### config.mk
export PLATFORM = sky130hd
export DESIGN_NAME = flash_ready_poller
export DESIGN_NICKNAME = d
export VERILOG_FILES = /design/src/rtl/dfp_pkg.sv /design/src/rtl/dfp_timer.sv /design/src/rtl/dfp_poll_ctr.sv /design/src/rtl/dfp_status_eval.sv /design/src/rtl/flash_ready_poller.sv
export SDC_FILE = /design/constraint.sdc
export NUM_CORES = 1
export LEC_CHECK = 0
export BUFFER_PORTS_ARGS = -buffer_cell sky130_fd_sc_hd__buf_2
export CORE_ASPECT_RATIO = 1.4
export CORE_UTILIZATION = 48
export DETAILED_ROUTE_END_ITERATION = 8
export PLACE_DENSITY_LB_ADDON = 0.2
export SLEW_MARGIN = 25
export SYNTH_ARGS = -nofsm -noshare
export SYNTH_HDL_FRONTEND = slang
export SYNTH_SLANG_ARGS = --single-unit
### constraint.sdc
create_clock -name clk -period 1.8 [get_ports clk]
set_input_delay 0.09 -clock clk [delete_from_list [all_inputs] [get_ports clk]]
set_output_delay 0.09 -clock clk [all_outputs]
set_load 0.005 [all_outputs]
### src/rtl/dfp_pkg.sv
package dfp_pkg;

    typedef enum logic [1:0] {
        OP_POLL  = 2'b00,
        OP_SLEEP = 2'b01,
        OP_WAKE  = 2'b10,
        OP_NONE  = 2'b11
    } op_e;

    typedef enum logic [2:0] {
        ST_IDLE,
        ST_GAP,
        ST_SEL,
        ST_OPC,
        ST_FILL,
        ST_HOLD
    } st_e;

    typedef struct packed {
        logic ready;
        logic match;
    } stat_flags_t;

    function automatic int unsigned max_u(input int unsigned a, input int unsigned b);
        return (a > b) ? a : b;
    endfunction

    // Quiet time in cycles: whole clock cycles per microsecond (rounded up) times
    // the microseconds, plus the user margin; never below one cycle.
    function automatic int unsigned quiet_cycles(input int unsigned clk_hz,
                                                 input int unsigned hold_us,
                                                 input int unsigned extra);
        int unsigned per_us;
        per_us = (clk_hz + 999_999) / 1_000_000;
        return max_u(per_us * hold_us + extra, 1);
    endfunction

    function automatic stat_flags_t decode_status(input logic [7:0] b,
                                                  input int unsigned rdy_bit,
                                                  input int unsigned cmp_bit);
        stat_flags_t f;
        f.ready = b[rdy_bit[2:0]];
        f.match = ~b[cmp_bit[2:0]];
        return f;
    endfunction

endpackage

### src/rtl/dfp_timer.sv
module dfp_timer #(
    parameter int unsigned W = 8
) (
    input  logic         clk,
    input  logic         rst,
    input  logic         load,
    input  logic [W-1:0] load_val,
    output logic         zero
);
    logic [W-1:0] cnt;

    always_ff @(posedge clk) begin
        if (rst) begin
            cnt <= '0;
        end else if (load) begin
            cnt <= load_val;
        end else if (cnt != '0) begin
            cnt <= cnt - 1'b1;
        end
    end

    assign zero = (cnt == '0);

    // a freshly loaded non-zero count is never reported as expired
    load_nz_chk: assert property (@(posedge clk) disable iff (rst)
        (load && load_val != '0) |=> !zero);

endmodule

### src/rtl/dfp_poll_ctr.sv
module dfp_poll_ctr #(
    parameter int unsigned LIMIT = 16
) (
    input  logic clk,
    input  logic rst,
    input  logic clr,
    input  logic inc,
    output logic at_limit
);
    localparam int unsigned PW = $clog2(LIMIT + 1);

    logic [PW-1:0] cnt;

    always_ff @(posedge clk) begin
        if (rst || clr) begin
            cnt <= '0;
        end else if (inc) begin
            cnt <= cnt + 1'b1;
        end
    end

    assign at_limit = (cnt == PW'(LIMIT - 1));

    // the read count never passes the limit
    poll_bound_chk: assert property (@(posedge clk) disable iff (rst)
        cnt < PW'(LIMIT));

endmodule

### src/rtl/dfp_status_eval.sv
module dfp_status_eval
    import dfp_pkg::*;
#(
    parameter int unsigned READY_BIT = 7,
    parameter int unsigned CMP_BIT   = 6
) (
    input  logic [7:0]  rx_byte,
    output stat_flags_t flags
);
    always_comb begin
        flags = decode_status(rx_byte, READY_BIT, CMP_BIT);
    end

    initial begin

        ready_pos_chk: assert (READY_BIT < 8);

        cmp_pos_chk: assert (CMP_BIT < 8);
    end

endmodule

### src/rtl/flash_ready_poller.sv
module flash_ready_poller
    import dfp_pkg::*;
#(
    parameter int unsigned CLK_HZ     = 50_000_000,
    parameter int unsigned HOLD_US    = 35,
    parameter int unsigned HOLD_EXTRA = 0,
    parameter int unsigned CS_GAP     = 2,
    parameter int unsigned MAX_POLLS  = 16,
    parameter int unsigned READY_BIT  = 7,
    parameter int unsigned CMP_BIT    = 6,
    parameter logic [7:0]  OP_STATUS  = 8'hD7,
    parameter logic [7:0]  OP_SLEEP_B = 8'hB9,
    parameter logic [7:0]  OP_WAKE_B  = 8'hAB
) (
    input  logic       clk,
    input  logic       rst,
    input  logic       host_sel,
    input  logic       start,
    input  logic [1:0] op,
    output logic       cs_n,
    output logic       xfer_req,
    output logic [7:0] xfer_tx,
    input  logic       xfer_ack,
    input  logic [7:0] xfer_rx,
    output logic       busy,
    output logic       done,
    output logic       timed_out,
    output logic [7:0] status,
    output logic       match,
    output logic       asleep
);
    localparam int unsigned GAP_CYC  = max_u(CS_GAP, 1);
    localparam int unsigned HOLD_CYC = quiet_cycles(CLK_HZ, HOLD_US, HOLD_EXTRA);
    localparam int unsigned TW       = $clog2(max_u(HOLD_CYC, GAP_CYC) + 1);
    localparam int unsigned HW       = $clog2(HOLD_CYC + 2);

    st_e         st, st_nx;
    op_e         cur_op;
    op_e         req_op;
    logic        tmr_load;
    logic [TW-1:0] tmr_val;
    logic        tmr_zero;
    logic        poll_clr;
    logic        poll_inc;
    logic        at_limit;
    logic        accept;
    stat_flags_t flags;

    assign req_op = op_e'(op);

    dfp_timer #(.W(TW)) u_timer (
        .clk      (clk),
        .rst      (rst),
        .load     (tmr_load),
        .load_val (tmr_val),
        .zero     (tmr_zero)
    );

    dfp_poll_ctr #(.LIMIT(MAX_POLLS)) u_polls (
        .clk      (clk),
        .rst      (rst),
        .clr      (poll_clr),
        .inc      (poll_inc),
        .at_limit (at_limit)
    );

    dfp_status_eval #(.READY_BIT(READY_BIT), .CMP_BIT(CMP_BIT)) u_eval (
        .rx_byte (xfer_rx),
        .flags   (flags)
    );

    // Which strobes are taken from idle
    always_comb begin
        if (asleep) begin
            accept = (req_op == OP_WAKE);
        end else begin
            accept = (req_op != OP_NONE);
        end
    end

    // Next state and side controls
    always_comb begin
        st_nx    = st;
        tmr_load = 1'b0;
        tmr_val  = '0;
        poll_clr = 1'b0;
        poll_inc = 1'b0;
        unique case (st)
            ST_IDLE: begin
                if (start && accept) begin
                    st_nx    = ST_GAP;
                    tmr_load = 1'b1;
                    tmr_val  = TW'(GAP_CYC - 1);
                    poll_clr = 1'b1;
                end
            end
            ST_GAP: begin
                if (tmr_zero) st_nx = ST_SEL;
            end
            ST_SEL: begin
                st_nx = ST_OPC;
            end
            ST_OPC: begin
                if (xfer_ack) begin
                    unique case (cur_op)
                        OP_POLL:  st_nx = ST_FILL;
                        OP_WAKE: begin
                            st_nx    = ST_HOLD;
                            tmr_load = 1'b1;
                            tmr_val  = TW'(HOLD_CYC - 1);
                        end
                        default:  st_nx = ST_IDLE;
                    endcase
                end
            end
            ST_FILL: begin
                if (xfer_ack) begin
                    if (flags.ready || at_limit) begin
                        st_nx = ST_IDLE;
                    end else begin
                        st_nx    = ST_GAP;
                        tmr_load = 1'b1;
                        tmr_val  = TW'(GAP_CYC - 1);
                        poll_inc = 1'b1;
                    end
                end
            end
            ST_HOLD: begin
                if (tmr_zero) st_nx = ST_IDLE;
            end
            default: st_nx = ST_IDLE;
        endcase
    end

    always_ff @(posedge clk) begin
        if (rst) begin
            st        <= ST_IDLE;
            cur_op    <= OP_POLL;
            done      <= 1'b0;
            timed_out <= 1'b0;
            status    <= '0;
            match     <= 1'b0;
            asleep    <= 1'b0;
        end else begin
            st        <= st_nx;
            done      <= 1'b0;
            timed_out <= 1'b0;
            if (st == ST_IDLE && start && accept) begin
                cur_op <= req_op;
            end
            if (st == ST_OPC && xfer_ack && cur_op == OP_SLEEP) begin
                asleep <= 1'b1;
                done   <= 1'b1;
            end
            if (st == ST_FILL && xfer_ack) begin
                status <= xfer_rx;
                if (flags.ready) begin
                    done  <= 1'b1;
                    match <= flags.match;
                end else if (at_limit) begin
                    timed_out <= 1'b1;
                end
            end
            if (st == ST_HOLD && tmr_zero) begin
                asleep <= 1'b0;
                done   <= 1'b1;
            end
        end
    end

    // Pin drive from state
    always_comb begin
        unique case (st)
            ST_IDLE:                   cs_n = asleep ? 1'b1 : ~host_sel;
            ST_SEL, ST_OPC, ST_FILL:   cs_n = 1'b0;
            default:                   cs_n = 1'b1;
        endcase
    end

    assign xfer_req = (st == ST_OPC) || (st == ST_FILL);
    assign busy     = (st != ST_IDLE);

    always_comb begin
        if (st == ST_FILL) begin
            xfer_tx = 8'h00;
        end else begin
            unique case (cur_op)
                OP_SLEEP: xfer_tx = OP_SLEEP_B;
                OP_WAKE:  xfer_tx = OP_WAKE_B;
                default:  xfer_tx = OP_STATUS;
            endcase
        end
    end

    // Length of the current chip-select-high run, for the quiet-time check
    logic [HW-1:0] hi_run;
    always_ff @(posedge clk) begin
        if (rst) begin
            hi_run <= '0;
        end else if (!cs_n) begin
            hi_run <= '0;
        end else if (hi_run != '1) begin
            hi_run <= hi_run + 1'b1;
        end
    end


    req_hold_chk: assert property (@(posedge clk) disable iff (rst)
        (xfer_req && !xfer_ack) |=> (xfer_req && $stable(xfer_tx)));

    cs_low_xfer_chk: assert property (@(posedge clk) disable iff (rst)
        xfer_req |-> !cs_n);

    end_excl_chk: assert property (@(posedge clk) disable iff (rst)
        $onehot0({done, timed_out}));

    done_pulse_chk: assert property (@(posedge clk) disable iff (rst)
        done |=> !done);

    sleep_cs_chk: assert property (@(posedge clk) disable iff (rst)
        (asleep && !busy) |-> cs_n);

    wake_quiet_chk: assert property (@(posedge clk) disable iff (rst)
        $fell(asleep) |-> (hi_run >= HW'(HOLD_CYC)));

endmodule

==> impl_metrics.yaml, run 1 <==
outcome:
  outcome: "finished, violations left"
  violations: "setup timing"
synthesis:
  synth_cell_type_count: 44
  syn_nets: 226
  syn-instance-count: 202
  syn_area_mm2: 0.001688
  synth-seq-area-share_pct: 39.14
  synth_edf_count: 0
  ys.warnings.count: 0
  synthFlopType: "dfxtp_1"
  ys_async_sr_fraction_pct: 0
  postSynthAreaPerCell_um2: 8.356
  ys_ff_latch: 33
placement:
  routabilityCongestion: 0.7741
  io_buffers: 37
  hpwlAfterDp_um: 2623
  placed_cells: 292
sta:
  worst_pin_slew_ns: 0.4249
  worst_slack_ns: -0.01889
  fin_setup_tns_ns: -0.03405
  timing.final.hold_violations: 0
  setup_viol: 2
  rsz0062_at_grt: "true"
  fmax_mhz: 549.8
  slew_viol_final: 0
  maxSlewHeadroom_pct: 71.67
  min_period_over_period_pct: 101.0
  whs_ns: 0.04143
  layout_min_cycle_time_ns: 1.819
  fin_skew_ns: 0.004290
pwr:
  irDropWorstVdd_v: 0.001091
  cellLeakagePower_nw: 0.9845
  cellPowerDensity_mw_per_mm2: 1307
detailed_routing:
  dr.first_iter.drc_count: 34
  drc: 0
  wire_per_inst_um: 12.28
  vias_per_cell: 5.203
  wl_um: 3684
  firstDrtPassIters: 4
  vias: 1561
  ant_nets: 0
worst_setup_path:
  critPathMaxStageDelay_ns: 0.58
  critPathSlowestCell: "or4_4"
  endpoint_kind: "flop"
  path_class: "flop to flop"
  path_delay_family: "simple AND/OR/NAND/NOR gates"
  crit_arrival_ns: 2.01
  critPathBufInv: 0
  cp-start-kind: "flop"
  cp_data_required_time_ns: 1.99
  path_cells: "or4_4, nor4_4, nand2b_1, nand2_1, o41ai_2"
  crit_fanout: 4
global_routing:
  track_usage_pct: 20.58
  antenna_found_initial: 0
  grt_pass1_wl_um: 5796
  grt_max_degree: 25
  grt_pass1_vias: 1369
  overflow: 0
clock_tree:
  cts.sinks: 33
  numCtsBuffers: 5
  root_buffer: "clkbuf_8"
  insertion_delay_ns: 0.28
  tritoncts: "yes"
  htree_num_levels: 2
  hold_buffers: 0
  cts_buffer_depth: 2
  clk_pin_slew_ns: 0.07
die:
  die_w_um: 52.12
  coreArea_mm2: 0.003378
  die-area_mm2: 0.003761
  dieHeight_um: 72.16
  pin_count: 38
  initial_utilization_pct: 49.96
  std_cell_rows: 25
worst_hold_path:
  hold_path.class: "input pin to flop"
layout:
  post-route-util_pct: 66.44
  num_antenna_cells: 0
  area_growth_pct: 32.99
  instances_no_fill: 300
  final_nets: 283
  drive_gt1_share_pct: 35.00
job:
  drv_cap: 0
## power by group
group	switching (mW)	total, mW	internal (mW)
clock	0.267	0.718	0.451
sequential	0.0955	0.924	0.828
combinational	0.622	1.29	0.669
total	0.984	2.93	1.95
## tightest hold or removal path: stages
cell	delay, ns
buf_2	0.09
nand2_1	0.04
a21oi_1	0.05
## per-stage QoR
stage	setup WS (ns)	power, mW	area (um^2)
after detailed placement	-0.006616	2.082	2048
after CTS	-0.01236	2.830	2173
final	-0.01889	2.933	2245
after global placement	0.03449	2.065	2048
after floorplan	0.06872	1.719	1688
after global routing	-0.09335	3.125	2245
## cells in the final DEF, fill, tap and decap left out, types with 2 or more instances in the layout
master	n
nand4_1	2
nor4_2	2
clkbuf_8	6
mux2i_1	3
a21oi_1	13
dfxtp_2	3
nor2_1	23
nand3_2	2
inv_2	2
nand2_1	29
nor3_1	4
buf_4	24
nand3b_1	2
ha_1	7
nor2b_1	5
dfxtp_1	30
o21ai_0	6
inv_1	6
and2_1	4
o22ai_1	2
buf_2	37
nand2b_1	2
xnor2_1	9
xor2_1	4
## state kept, by name (all words and copies together) (netlist names), 2 cells and up
register / count
st: 3
u_timer.cnt: 11
cur_op: 2
u_polls.cnt: 5
status: 8
## cell type report
type | instances | area (um^2)
clock buffers | 7 | 86.33
clock inverters | 1 | 30.03
fillers | 304 | 1134
inverters | 8 | 30.03
multi-input cells | 149 | 1007
flip-flops and latches | 33 | 664.4
well taps | 40 | 50.05
repair buffers | 62 | 376.6
## layer usage
layer	track usage [%]	part of all wire, %
met1	25.75	45
met3	3.774	3.6
met2	33.19	50
met4	10.21	0.87
met5	0	0
## synthesized netlist by cell type (2+ instances only)
cell type | instances | area share, %
a21oi_1 | 13 | 3.9
and2_1 | 4 | 1.5
and3_1 | 2 | 0.74
buf_4 | 4 | 1.8
clkbuf_1 | 6 | 1.3
dfxtp_1 | 33 | 39
ha_1 | 9 | 6.7
inv_1 | 8 | 1.8
mux2i_1 | 3 | 1.8
nand2_1 | 29 | 6.4
nand2b_1 | 2 | 0.74
nand3_1 | 3 | 0.89
nand3b_1 | 2 | 0.89
nand4_1 | 2 | 0.74
nor2_1 | 24 | 5.3
nor2b_1 | 5 | 1.9
nor3_1 | 6 | 1.8
nor4_1 | 3 | 1.1
o21ai_0 | 7 | 2.1
o22ai_1 | 2 | 0.74
xnor2_1 | 9 | 4.7
xor2_1 | 4 | 2.1
## logic make-up after synthesis
kind of cell / count (synthesis) / share of synthesized area (%)
DFF: 33 / 39.14
muxes: 3 / 1.779
buffers and inverters: 20 / 5.485
and+or+nand+nor: 92 / 28.24
AOI/OAI and AO/OA: 32 / 11.94
xor gates and xnor gates: 13 / 6.746
adders and majority gates: 9 / 6.672
## timing repair
item	CTS	global route
pin swaps	0	5
setup buffers	0	1
resized for setup	2	21
setup endpoints to repair	8	17
## final timing paths
kind	startpoint	slack, ns	cells past startpoint	endpoint
max reg2reg	u_timer.cnt[4]	-0.02	5	st[2]
min reg2reg	status[2]	0.45	2	status[2]
min	xfer_rx[5]	0.04	3	status[5]
max	u_timer.cnt[4]	-0.02	5	st[2]
Power figures use the tool's default switching activity.
==> run 2: changes to the inputs <==
--- a/config.mk
+++ b/config.mk
@@ -7,10 +7,11 @@
 export LEC_CHECK = 0
 export BUFFER_PORTS_ARGS = -buffer_cell sky130_fd_sc_hd__buf_2
 export CORE_ASPECT_RATIO = 1.4
-export CORE_UTILIZATION = 48
+export CORE_UTILIZATION = 49
 export DETAILED_ROUTE_END_ITERATION = 8
 export PLACE_DENSITY_LB_ADDON = 0.2
 export SLEW_MARGIN = 25
 export SYNTH_ARGS = -nofsm -noshare
 export SYNTH_HDL_FRONTEND = slang
+export SYNTH_HIERARCHICAL = 1
 export SYNTH_SLANG_ARGS = --single-unit
==> run 2 against run 1 <==
Against the previous run:
- the run still ends with setup timing left
- critical path depth increased by 2
- power increased by 21%
- die area increased by 6.1%
- clock skew increased by 0.0039 ns
- register-to-register slack got worse by 0.08 ns
- clock power increased by 5.2%
- critical path type unchanged
- critical endpoint is now u_timer/cnt[2]
- largest power group unchanged
==> impl_metrics.yaml, run 2 <==
outcome:
  outcome: "finished, violations left"
  violations: "setup timing"
layout:
  top_register: "u_timer/cnt"
  final_nets: 311
  layout_common_cells: "41 x buf_4, 37 x buf_2, 32 x nand2_1, 27 x dfxtp_1, 19 x a21oi_1"
  instances_no_fill: 330
  largest_reg_flops: 11
  drive_gt1_share_pct: 47.24
  final_cell_area_mm2: 0.002610
  num_antenna_cells: 0
  n_fill_cell: 258
  layout_commonest_cell: "buf_4"
  top_regs: "u_timer/cnt (11), status (8), u_polls/cnt (5)"
  area_growth_pct: 42.49
sta:
  worst_slack_ns: -0.1030
  min_period_over_period_pct: 105.7
  slew_viol_final: 0
  fin_skew_ns: 0.008188
  fin_setup_tns_ns: -0.3785
  layout_min_cycle_time_ns: 1.903
  setup_viol: 8
  rsz0062_at_grt: "true"
  fmax_mhz: 525.5
  timing.final.hold_violations: 0
synthesis:
  ys.warnings.count: 6
  synth_cell_type_count: 60
  syn-instance-count: 212
  ys_async_sr_fraction_pct: 0
  synthFlopType: "dfxtp_1"
  postSynthAreaPerCell_um2: 8.640
  yosys-top-cells-count: "33 x dfxtp_1, 32 x nand2_1, 21 x a21oi_1, 14 x nor2_1, 10 x inv_1"
  yosysTopAreaCellShare_pct: 36.07
  synth.most_common_cell: "dfxtp_1"
  yosys.area.top_type: "dfxtp_1"
  syn_area_mm2: 0.001832
  yosys-top-cells-area: "dfxtp_1 36%, nand2_1 6.6%, a21oi_1 5.7%"
  ys_ff_latch: 33
  synth-seq-area-share_pct: 36.07
  synth_edf_count: 0
placement:
  dp_slack_ns: -0.1624
  hpwlAfterDp_um: 3186
  placed_cells: 314
  io_buffers: 37
  routabilityCongestion: 0.8152
  place_area_mm2: 0.002293
clock_tree:
  tritoncts: "yes"
  numCtsBuffers: 5
  root_buffer: "clkbuf_8"
  cts.sinks: 33
  cts_buffer_depth: 2
  clk_pin_slew_ns: 0.08
  htree_num_levels: 2
  insertion_delay_ns: 0.30
worst_setup_path:
  critPathMaxStageDelay_ns: 0.41
  cp_data_required_time_ns: 2.03
  cp-start-kind: "flop"
  path_class: "flop to flop"
  path_cells: "and2b_4, and2_4, and3_4, or3_4, buf_6, or3_4, a21oi_2"
  endpoint_kind: "flop"
  critical_path.most_common_cell: "or3_4"
  crit_fanout: 5
  crit_arrival_ns: 2.14
  critPathSlowestCell: "or3_4"
die:
  pin_count: 38
  initial_utilization_pct: 52.76
  std_cell_rows: 25
  coreArea_mm2: 0.003472
  die-area_mm2: 0.003990
  die_w_um: 53.68
  dieHeight_um: 74.34
pwr:
  irDropWorstVdd_v: 0.001171
  cellPowerDensity_mw_per_mm2: 1361
  cellLeakagePower_nw: 1.139
detailed_routing:
  drc: 0
  ant_nets: 0
  wire_per_inst_um: 14.62
  firstDrtPassIters: 4
  vias: 1785
  wl_um: 4824
  vias_per_cell: 5.409
  dr.first_iter.drc_count: 28
global_routing:
  grt_pass1_wl_um: 7210
  grt_pass1_vias: 1640
  track_usage_pct: 25.23
  grt_max_degree: 23
  antenna_found_initial: 0
  overflow: 0
worst_hold_path:
  hold_path.class: "input pin to flop"
job:
  drv_cap: 0
-- run 2: routing by layer --
layer	track usage (%)	routed length [um]
met1	26.57	1939
met2	45.13	2611
met3	7.362	168
met4	10.53	105
met5	0	0
-- run 2: final timing paths --
kind | end | from | slack (ns) | depth (start not counted)
worst max register to register | u_timer/cnt[2] | st[2] | -0.10 | 7
worst min-delay path | status[0] | xfer_rx[0] | 0.02 | 3
worst min register to register | status[1] | status[1] | 0.46 | 2
worst max-delay path | u_timer/cnt[2] | st[2] | -0.10 | 7
-- run 2: logic make-up (layout without fill, tap and decap cells) --
family | after synthesis | after routing | synth area share, %
AO/OA/AOI/OAI | 51 | 51 | 19.26
XOR/XNOR | 4 | 4 | 1.912
adder cells (fa/ha/maj) | 7 | 7 | 4.781
buffers and inverters | 27 | 102 | 8.674
flip-flops | 33 | 33 | 36.07
multiplexers | 5 | 5 | 3.005
other | 1 | 4 | 0.2047
AND/OR/NAND/NOR | 84 | 84 | 26.09
-- run 2: repair_timing --
action,4_1_cts,5_1_grt
setup endpoints to repair,12,15
hold buffers,0,0
setup buffers,5,5
resized for setup,12,22
endpoints found under the hold margin,0,0
pin swaps,8,14
-- run 2: report_power, final --
group / total, mW / switching (mW) / internal [mW]
sequential: 0.940 / 0.0844 / 0.855
clock: 0.755 / 0.305 / 0.450
combinational: 1.86 / 0.882 / 0.975
-- run 2: layout make-up --
type                    count  area [um^2]  share of cell area [%]
multi-input cells         155         1169                   44.77
flip-flops and latches     33        670.6                   25.70
repair buffers             83        558.0                   21.38
clock buffers               6        82.58                   3.164
well taps                  40        50.05                   1.918
inverters                  11        42.54                   1.630
clock inverters             2        37.54                   1.438
-- run 2: critical path, delay by kind of cell (launching register included) --
family	cells	cell delay, ns
buf+inv	1	0.15
compound gates	1	0.12
simple gates	5	1.23
flops	1	0.34
-- run 2: per-stage QoR --
| stage | utilization, % | hold WS [ns] | total power, mW |
|---|---|---|---|
| 6_report | 75.17 | 0.02322 | 3.552 |
| 5_1_grt | 75.17 | 0.02434 | 3.762 |
| 4_1_cts | 71.96 | 0.02050 | 3.364 |
| 3_5_place_dp | 66.05 | 0.3382 | 2.448 |
| 3_3_place_gp | 66.05 | 0.3295 | 2.442 |
| 2_1_floorplan | - | 0.2229 | 1.963 |
==> run 3: changes to the inputs <==
--- a/config.mk
+++ b/config.mk
@@ -6,7 +6,7 @@
 export NUM_CORES = 1
 export LEC_CHECK = 0
 export BUFFER_PORTS_ARGS = -buffer_cell sky130_fd_sc_hd__buf_2
-export CORE_ASPECT_RATIO = 1.4
+export CORE_ASPECT_RATIO = 0.6
 export CORE_UTILIZATION = 49
 export DETAILED_ROUTE_END_ITERATION = 8
 export PLACE_DENSITY_LB_ADDON = 0.2
==> run 3 against run 2 <==
Against the previous run:
- the run still ends with setup timing left
- sequential power increased by 0.4%
- wire length increased by 7.0%
- die area increased by 0.12%
- via count increased by 3.5%
- clock skew about the same
- critical endpoint is now u_timer/cnt[1]
- design area decreased by 1.7%
- hold slack improved by 0.0030 ns
- combinational power decreased by 5%
- worst setup slack got worse by 0.074 ns
- cell count increased by 1.5%
- highest routed layer unchanged
- sequential share of layout area increased by 0.19 points
==> impl_metrics.yaml, run 3 (synthesis gave the netlist of run 2 again) <==
outcome:
  outcome: "finished, violations left"
  violations: "setup timing"
worst_setup_path:
  crit_cells: 7
  critPathBufInv: 0
  path_cells: "ha_4, and3_4, ha_4, nor3_4, or3_4, or4_4, o211ai_1"
  endpoint_kind: "flop"
  critical_path.most_common_cell: "ha_4"
  path_delay_family: "simple AND/OR/NAND/NOR gates"
  reg2reg_depth: 7
  cp_data_required_time_ns: 2.01
  ff2ff_setup_slack_ns: -0.18
  path_class: "flop to flop"
  critPathMaxStageDelay_ns: 0.53
  cp-start-kind: "flop"
  r2r_start: "u_polls/cnt[1]"
  critPathSlowestCell: "or4_4"
  crit_fanout: 7
  r2r_end: "u_timer/cnt[1]"
  crit_arrival_ns: 2.19
worst_hold_path:
  hold_path.class: "input pin to flop"
  hold_start: "xfer_rx[3]"
  hold_depth: 3
  whs_endpoint: "status[3]"
sta:
  min_period_over_period_pct: 109.9
  worst_pin_slew_ns: 0.6449
  fmax_mhz: 505.7
  rsz0062_at_grt: "true"
  timing.final.hold_violations: 0
  maxSlewHeadroom_pct: 56.61
  fin_skew_ns: 0.008500
  layout_min_cycle_time_ns: 1.977
  setup_viol: 14
  worst_slack_ns: -0.1773
  slew_viol_final: 0
  fin_setup_tns_ns: -1.588
placement:
  hpwlAfterDp_um: 3403
  io_buffers: 37
  routabilityCongestion: 0.8717
  dp_slack_ns: -0.2242
clock_tree:
  root_buffer: "clkbuf_8"
  numCtsBuffers: 5
  htree_num_levels: 2
  hold_buffers: 0
  insertion_delay_ns: 0.29
  cts.sinks: 33
  cts_buffer_depth: 2
  tritoncts: "yes"
  clk_pin_slew_ns: 0.08
global_routing:
  grt_pass1_wl_um: 8376
  track_usage_pct: 27.90
  grt_pass1_vias: 1679
  overflow: 0
  met1_usage_pct: 40.90
  grt_max_degree: 24
  grt_busiest_layer: "met1"
  met3_usage_pct: 7.103
  antenna_found_initial: 0
  met2_usage_pct: 40.62
die:
  std_cell_rows: 16
  die_w_um: 80.94
  coreArea_mm2: 0.003403
  die-area_mm2: 0.003995
  dieHeight_um: 49.36
  initial_utilization_pct: 53.82
  pin_count: 38
pwr:
  p_comb_share_pct: 51.5
  cellLeakagePower_nw: 1.128
  power_switching_mw: 1.265
  swShare_pct: 36.97
  internal_power_mw: 2.157
  clkPwrFrac_pct: 20.9
  irDropWorstVdd_v: 0.0009608
  power.sequential.fraction_pct: 27.6
  cellPowerDensity_mw_per_mm2: 1334
layout:
  area_growth_pct: 40.10
  top_regs: "u_timer/cnt (11), status (8), u_polls/cnt (5)"
  drive_gt1_share_pct: 44.14
  num_antenna_cells: 0
  final_nets: 311
  layout_common_cells: "43 x buf_4, 37 x buf_2, 32 x nand2_1, 30 x dfxtp_1, 19 x a21oi_1"
  top_register: "u_timer/cnt"
  n_fill_cell: 253
  post-route-util_pct: 75.40
  layout_commonest_cell: "buf_4"
  largest_reg_flops: 11
detailed_routing:
  wire_per_inst_um: 15.40
  ant_nets: 0
  firstDrtPassIters: 4
  wl_um: 5160
  vias_per_cell: 5.513
  drc: 0
  vias: 1847
  dr.first_iter.drc_count: 94
job:
  drv_cap: 0
[run 3: cell count changes in the layout (fill, tap and decap cells not counted), sizes merged]
cell	before	now
clkbuf	6	5
clkinv	1	2
[run 3: layer usage]
metal / share of wire (%) / wire, um
met1: 48 / 2473
met2: 45 / 2343
met3: 6.1 / 316
met4: 0.50 / 26
met5: 0 / 0
[run 3: what timing repair did]
action	CTS	global route
pin swaps	9	7
endpoints found under the setup margin	16	16
buffers inserted	5	5
resized for setup	14	6
[run 3: worst min-delay path: stages]
cell and delay, ns:
buf_2 0.09, nand2_1 0.04, a21oi_1 0.05
[run 3: how the worst max path moves through the flow]
stage                               from        endpoint  slack, ns
after detailed placement  u_polls/cnt[1]  u_timer/cnt[1]      -0.22
after global routing      u_polls/cnt[1]  u_timer/cnt[1]      -0.23
after floorplan           u_timer/cnt[0]           st[2]      -0.22
final                     u_polls/cnt[1]  u_timer/cnt[1]      -0.18
after global placement    u_polls/cnt[1]  u_timer/cnt[1]      -0.11
after CTS                 u_polls/cnt[0]  u_timer/cnt[1]      -0.20
[run 3: area by class of cell]
cell class	count	area, um^2	share of cell area [%]
Sequential cell	33	664.4	25.89
Clock inverter	3	46.29	1.804
Timing Repair Buffer	83	550.5	21.45
Multi-Input combinational cell	155	1137	44.32
Clock buffer	5	68.82	2.682
Inverter	11	42.54	1.658
Tap cell	45	56.30	2.194
[run 3: power groups by stage]
| stage | clock network (mW) | registers (mW) | logic, mW |
|---|---|---|---|
| 2_1_floorplan | 0 | 0.974 | 0.989 |
| 3_3_place_gp | 0 | 0.953 | 1.48 |
| 3_5_place_dp | 0 | 0.956 | 1.49 |
| 4_1_cts | 0.720 | 0.943 | 1.65 |
| 5_1_grt | 0.766 | 0.958 | 1.92 |
| 6_report | 0.717 | 0.944 | 1.76 |
[run 3: through the flow]
step,area (um^2),cells,total power [mW],hold WS (ns)
global placement,2292,318,2.431,0.3317
global route,2566,335,3.644,0.03280
detailed placement,2292,318,2.449,0.3373
finish,2566,335,3.423,0.02622
floorplan,1894,215,1.963,0.2229
CTS,2507,331,3.309,0.02802
